## config.mk

```make
export PLATFORM = sky130hd
export DESIGN_NAME = flash_access_timer
export DESIGN_NICKNAME = d
export VERILOG_FILES = /design/src/rtl/fat_pkg.sv /design/src/rtl/fat_strap.sv /design/src/rtl/fat_counter.sv /design/src/rtl/fat_seq.sv /design/src/rtl/flash_access_timer.sv
export SDC_FILE = /design/constraint.sdc
export NUM_CORES = 1
export LEC_CHECK = 0
export ABC_AREA = 1
export CORE_ASPECT_RATIO = 1.1
export CORE_UTILIZATION = 45
export CTS_BUF_LIST = sky130_fd_sc_hd__clkbuf_8
export DETAILED_ROUTE_END_ITERATION = 10
export GPL_TIMING_DRIVEN = 0
export PLACE_DENSITY = 0.68
export SYNTH_ARGS = -nofsm -noshare
export SYNTH_HDL_FRONTEND = slang
export SYNTH_SLANG_ARGS = --single-unit
```

## constraint.sdc

```tcl
create_clock -name clk -period 5.6 [get_ports clk]
set_clock_uncertainty 0.05 [all_clocks]
set_input_delay 1.12 -clock clk [delete_from_list [all_inputs] [get_ports clk]]
set_output_delay 1.12 -clock clk [all_outputs]
set_load 0.005 [all_outputs]
```

## src/rtl/fat_pkg.sv

```systemverilog
package fat_pkg;

  typedef enum logic [1:0] {
    BW_32 = 2'b00,
    BW_8  = 2'b01,
    BW_64 = 2'b10
  } bus_w_e;

  typedef enum logic [1:0] {
    ST_IDLE   = 2'b00,
    ST_READ   = 2'b01,
    ST_WR_LOW = 2'b10,
    ST_WR_REC = 2'b11
  } seq_st_e;

  // Any strap with bit 0 set selects the narrow bus.
  function automatic bus_w_e decode_strap(input logic [1:0] s);
    if (s[0])      return BW_8;
    else if (s[1]) return BW_64;
    else           return BW_32;
  endfunction

endpackage

```

## src/rtl/fat_strap.sv

```systemverilog
module fat_strap
  import fat_pkg::*;
(
  input  logic       clk,
  input  logic       rst_n,
  input  logic [1:0] strap_i,
  output bus_w_e     width_o
);

  bus_w_e width_q, width_d;
  logic   cap_q, cap_d;

  always_comb begin
    width_d = width_q;
    cap_d   = cap_q;
    if (!cap_q) begin
      width_d = decode_strap(strap_i);
      cap_d   = 1'b1;
    end
  end

  always_ff @(posedge clk or negedge rst_n) begin
    if (!rst_n) begin
      width_q <= BW_32;
      cap_q   <= 1'b0;
    end else begin
      width_q <= width_d;
      cap_q   <= cap_d;
    end
  end

  assign width_o = width_q;


  width_frozen_chk: assert property (@(posedge clk) disable iff (!rst_n)
    cap_q |=> $stable(width_q));

endmodule

```

## src/rtl/fat_counter.sv

```systemverilog
module fat_counter #(
  parameter int CNT_W = 6
) (
  input  logic             clk,
  input  logic             rst_n,
  input  logic             load_i,
  input  logic [CNT_W-1:0] load_val_i,
  output logic             zero_o
);

  logic [CNT_W-1:0] cnt_q, cnt_d;

  always_comb begin
    cnt_d = cnt_q;
    if (load_i)               cnt_d = load_val_i;
    else if (cnt_q != '0)     cnt_d = cnt_q - 1'b1;
  end

  always_ff @(posedge clk or negedge rst_n) begin
    if (!rst_n) cnt_q <= '0;
    else        cnt_q <= cnt_d;
  end

  assign zero_o = (cnt_q == '0);


  no_wrap_chk: assert property (@(posedge clk) disable iff (!rst_n)
    (zero_o && !load_i) |=> zero_o);

endmodule

```

## src/rtl/fat_seq.sv

```systemverilog
module fat_seq
  import fat_pkg::*;
#(
  parameter int FA_W       = 5,
  parameter int NA_W       = 4,
  parameter int BEATS      = 4,
  parameter int RD_OFS_WD  = 3,
  parameter int RD_OFS_NR  = 2,
  parameter int NX_OFS     = 3,
  parameter int WL_OFS     = 2,
  parameter int WR_OFS     = 4,
  parameter int CNT_W      = FA_W + 1
) (
  input  logic             clk,
  input  logic             rst_n,
  input  logic             req_i,
  input  logic             wr_i,
  input  logic             burst_i,
  input  logic [FA_W-1:0]  first_i,
  input  logic [NA_W-1:0]  next_i,
  input  logic             narrow_i,
  input  logic             cnt_zero_i,
  output logic             cnt_load_o,
  output logic [CNT_W-1:0] cnt_val_o,
  output logic             cs_n_o,
  output logic             oe_n_o,
  output logic             we_n_o,
  output logic             rd_valid_o,
  output logic             done_o
);

  localparam int BEAT_W = (BEATS > 1) ? $clog2(BEATS) : 1;
  localparam logic [BEAT_W-1:0] LAST_BEAT = BEAT_W'(BEATS - 1);

  seq_st_e           st_q, st_d;
  logic [BEAT_W-1:0] beat_q, beat_d;
  logic [NA_W-1:0]   nx_q, nx_d;
  logic              burst_q, burst_d;

  always_comb begin
    st_d       = st_q;
    beat_d     = beat_q;
    nx_d       = nx_q;
    burst_d    = burst_q;
    cnt_load_o = 1'b0;
    cnt_val_o  = '0;
    rd_valid_o = 1'b0;
    done_o     = 1'b0;
    unique case (st_q)
      ST_IDLE: begin
        if (req_i) begin
          cnt_load_o = 1'b1;
          nx_d       = next_i;
          burst_d    = burst_i;
          beat_d     = '0;
          if (wr_i) begin
            st_d      = ST_WR_LOW;
            cnt_val_o = CNT_W'(first_i) + CNT_W'(WL_OFS - 1);
          end else begin
            st_d      = ST_READ;
            cnt_val_o = CNT_W'(first_i) +
                        (narrow_i ? CNT_W'(RD_OFS_NR - 1) : CNT_W'(RD_OFS_WD - 1));
          end
        end
      end
      ST_READ: begin
        if (cnt_zero_i) begin
          rd_valid_o = 1'b1;
          if (!burst_q || beat_q == LAST_BEAT) begin
            done_o = 1'b1;
            st_d   = ST_IDLE;
          end else begin
            beat_d     = beat_q + 1'b1;
            cnt_load_o = 1'b1;
            cnt_val_o  = CNT_W'(nx_q) + CNT_W'(NX_OFS - 1);
          end
        end
      end
      ST_WR_LOW: begin
        if (cnt_zero_i) begin
          cnt_load_o = 1'b1;
          cnt_val_o  = CNT_W'(nx_q) + CNT_W'(WR_OFS - 1);
          st_d       = ST_WR_REC;
        end
      end
      ST_WR_REC: begin
        if (cnt_zero_i) begin
          done_o = 1'b1;
          st_d   = ST_IDLE;
        end
      end
      default: st_d = ST_IDLE;
    endcase
  end

  always_ff @(posedge clk or negedge rst_n) begin
    if (!rst_n) begin
      st_q    <= ST_IDLE;
      beat_q  <= '0;
      nx_q    <= '0;
      burst_q <= 1'b0;
    end else begin
      st_q    <= st_d;
      beat_q  <= beat_d;
      nx_q    <= nx_d;
      burst_q <= burst_d;
    end
  end

  assign cs_n_o = (st_q == ST_IDLE);
  assign oe_n_o = (st_q != ST_READ);
  assign we_n_o = (st_q != ST_WR_LOW);


  cs_gap_chk: assert property (@(posedge clk) disable iff (!rst_n)
    done_o |=> cs_n_o);


  strobe_excl_chk: assert property (@(posedge clk) disable iff (!rst_n)
    !we_n_o |-> oe_n_o);


  dv_in_read_chk: assert property (@(posedge clk) disable iff (!rst_n)
    rd_valid_o |-> (!oe_n_o && !cs_n_o));


  busy_hold_chk: assert property (@(posedge clk) disable iff (!rst_n)
    (!cs_n_o && !done_o) |=> !cs_n_o);


  rec_no_done_chk: assert property (@(posedge clk) disable iff (!rst_n)
    ($rose(we_n_o) && !cs_n_o) |-> !done_o);

endmodule

```

## src/rtl/flash_access_timer.sv

```systemverilog
module flash_access_timer
  import fat_pkg::*;
#(
  parameter int FA_W  = 5,
  parameter int NA_W  = 4,
  parameter int BEATS = 4
) (
  input  logic            clk,
  input  logic            rst_n,
  input  logic [1:0]      strap_i,
  input  logic            req_i,
  input  logic            req_wr_i,
  input  logic            req_burst_i,
  input  logic [FA_W-1:0] first_lat_i,
  input  logic [NA_W-1:0] next_lat_i,
  output logic            cs_n_o,
  output logic            oe_n_o,
  output logic            we_n_o,
  output logic            rd_valid_o,
  output logic            done_o,
  output logic [1:0]      bus_width_o
);

  localparam int CNT_W = FA_W + 1;

  bus_w_e           width;
  logic             cnt_load;
  logic [CNT_W-1:0] cnt_val;
  logic             cnt_zero;

  fat_strap u_strap (
    .clk     (clk),
    .rst_n   (rst_n),
    .strap_i (strap_i),
    .width_o (width)
  );

  fat_counter #(.CNT_W(CNT_W)) u_cnt (
    .clk        (clk),
    .rst_n      (rst_n),
    .load_i     (cnt_load),
    .load_val_i (cnt_val),
    .zero_o     (cnt_zero)
  );

  fat_seq #(
    .FA_W  (FA_W),
    .NA_W  (NA_W),
    .BEATS (BEATS),
    .CNT_W (CNT_W)
  ) u_seq (
    .clk        (clk),
    .rst_n      (rst_n),
    .req_i      (req_i),
    .wr_i       (req_wr_i),
    .burst_i    (req_burst_i),
    .first_i    (first_lat_i),
    .next_i     (next_lat_i),
    .narrow_i   (width == BW_8),
    .cnt_zero_i (cnt_zero),
    .cnt_load_o (cnt_load),
    .cnt_val_o  (cnt_val),
    .cs_n_o     (cs_n_o),
    .oe_n_o     (oe_n_o),
    .we_n_o     (we_n_o),
    .rd_valid_o (rd_valid_o),
    .done_o     (done_o)
  );

  assign bus_width_o = width;

endmodule

```

==> flow_summary.toml <==
[synthesis]
ys_top_cells_by_count = "48 x nand2_1, 20 x inv_1, 18 x dfrtp_1, 18 x nor2_1, 12 x o21ai_0"
synth.top_cell.area_share_pct = 36.2
synth.most_common_cell = "nand2_1"
synth_warnings = 0
synth_edf_count = 0
synth_top_cell_by_area = "dfrtp_1"
ys_types = 26
syn_inst = 168
yosys_most_used_dff = "dfrtp_1"
synth_nets = 193
synth_area_leaders = "dfrtp_1 36%, nand2_1 14%, ha_1 8.0%"
ys_seq_area_share_pct = 36.2
ys_async_sr_fraction_pct = 100
synth_area_per_cell_um2 = 7.40
synth-seq-cells = 18
syn_area_mm2 = 0.00124

[placement]
gp_congestion = 0.816
port_buffers = 22
hpwl_um = 2160
post-place-ws_ps = 2450

[pwr]
internal_power_w = 0.000210
p_sw_w = 0.0000560
pwr-share-comb_pct = 10.2
p_leak_nw = 0.806
clkPwrFrac_pct = 39.8
ir_worst_vdd_v = 0.000148
power_density_mw_per_mm2 = 171
seqPwrFrac_pct = 50.0
switching_share_pct = 21.1

[clocking]
numCtsBuffers = 3
cts_max_path_buffers = 2
cts.clk_slew.worst_paths_ps = 70
htree_levels = 1
cts_resized = 0
insertion_delay_ps = 250
ctsHoldBuffers = 0
cts_sinks = 18
tritoncts = "built"
cts_setup_buffers = 0
ctsRootBufferMaster = "clkbuf_8"

[routing]
viasPerCell = 5.08
met3_length_um = 71
highest-signal-layer = "met4"
via_count = 1144
drc = 0
wl_per_cell_um = 12.2
antenna_left = 0
wl_met1_um = 1200
first_pass_iters = 4
drt_iter0_drc = 28
routed_wl_um = 2740
wl_met2_um = 1410

[flow_run]
maxCapViolations = 0

[cells_and_area]
diodes = 0
fin_nets = 220
syn2layout_area_growth_pct = 25.3
drive_gt1_share_pct = 7.73

[floorplan]
die_x_um = 52.1
core_mm2 = 0.00257
rows = 19
start_util_pct = 48.4
io_pins = 23
die_y_um = 57.1
die_area_mm2 = 0.00298

[sta]
fin_ws_ps = 2340
period_share_pct = 58.2
fmax_mhz = 307
period_minus_slack_ps = 3260
finalMaxSlewViolations = 0
rsz0062_at_grt = "no"
final_hold_viol_count = 0
relSlewSlack_pct = 45.8
setup_viol = 0
worst_slew_pin_slew_ps = 810
tns_ps = 0

[hold_path]
hold_path_class = "flop to flop"
hold_depth = 1

[worst_setup_path]
slowest_stage = "clkdlybuf4s50_1"
slowest_delay_ps = 570
startpoint_type = "flop"
cp_cell_sequence = "inv_1, ha_1, nand3_4, a211oi_1, clkdlybuf4s50_1"
crit_type = "flop to output port"
worstPathArrival_ps = 2090
critPathMaxFanout = 6
critical_path.endpoint_type = "output port"
worstPathRequired_ps = 4430
reg2regPathDepth = 10

[global_routing]
grt_pass1_vias = 1131
track_usage_pct = 21.8
grt_max_degree = 19
overflow = 0
grt_pass1_wl_um = 4760
antenna_found_initial = 0

[status]
outcome = "completed"
-- cells in the final DEF, fill, tap and decap left out, types with 3 or more instances in the layout --
cell type / n
nand2_1: 48
clkdlybuf4s50_1: 22
inv_1: 20
nor2_1: 18
dfrtp_1: 18
o21ai_0: 12
nand3_1: 10
ha_1: 8
a21oi_1: 5
clkbuf_8: 4
nand2_4: 3
xor2_1: 3
-- worst paths after layout --
| kind | from | endpoint | slack [ps] |
|---|---|---|---|
| hold / removal | u_strap.cap_q$_DFF_PN0_ | u_strap.width_o[0]$_DFFE_PN0N_ | 430 |
| setup / recovery | u_cnt.cnt_q[0]$_DFFE_PN0P_ | done_o | 2340 |
| hold reg to reg | u_strap.cap_q$_DFF_PN0_ | u_strap.width_o[0]$_DFFE_PN0N_ | 430 |
| max in group asynchronous | rst_n | u_strap.width_o[1]$_DFFE_PN0N_ | 3710 |
| min in group asynchronous | rst_n | u_cnt.cnt_q[5]$_DFFE_PN0P_ | 1280 |
| setup reg to reg | u_strap.width_o[0]$_DFFE_PN0N_ | u_cnt.cnt_q[1]$_DFFE_PN0P_ | 3650 |
-- per-layer routing --
layer / vias up / global-route usage (%)
met5: - / 0
met4: 0 / 10.4
met3: 7 / 3.20
met2: 19 / 37.5
met1: 528 / 26.1
li1: 590 / -
-- area by class of cell --
class | instances | area (µm²)
well taps | 31 | 38.8
inverters | 22 | 82.6
fillers | 245 | 1010
repair buffers | 22 | 220
plain buffers | 1 | 7.51
clock buffers | 4 | 55.1
flip-flops and latches | 18 | 450
multi-input cells | 127 | 703
-- sequential cells by signal, indices dropped and copies added (netlist names) --
signal and flops:
u_strap.cap_q 1, u_cnt.cnt_q 6, u_seq.st_q 2, u_seq.burst_q 1, u_strap.width_o 2, u_seq.beat_q 2, u_seq.nx_q 4
-- power groups by stage --
| stage | logic, W | registers [W] | clock network (W) |
|---|---|---|---|
| after global routing | 0.0000304 | 0.000133 | 0.000113 |
| after CTS | 0.0000277 | 0.000133 | 0.000109 |
| final | 0.0000271 | 0.000133 | 0.000106 |
| after detailed placement | 0.0000278 | 0.000135 | 0 |
| after floorplan | 0.00000888 | 0.000135 | 0 |
| after global placement | 0.0000269 | 0.000135 | 0 |
-- logic make-up after synthesis --
logic type,share of synthesized area (%)
compound gates,10.4
xor+xnor,2.82
fa+ha+maj,9.66
buf+inv,7.24
flops,36.2
other cells,0.302
simple gates,33.4
-- worst max-delay path: cells and delay by family (launching register included) --
family,cells,cell delay [ps]
buf+inv,2,750
fa+ha+maj,1,230
compound gates,1,330
simple gates,1,150
flops,1,380
-- stage by stage --
step	instances	area [µm²]	hold slack (ps)	power (W)	util, %
2_1_floorplan	168	1240	396	0.000144	-
3_3_place_gp	221	1500	409	0.000162	58.5
3_5_place_dp	221	1500	418	0.000163	58.5
4_1_cts	225	1560	436	0.000269	60.7
5_1_grt	225	1560	458	0.000277	60.7
6_report	225	1560	428	0.000266	60.7
Note: power is estimated with default switching activity, not from simulation.
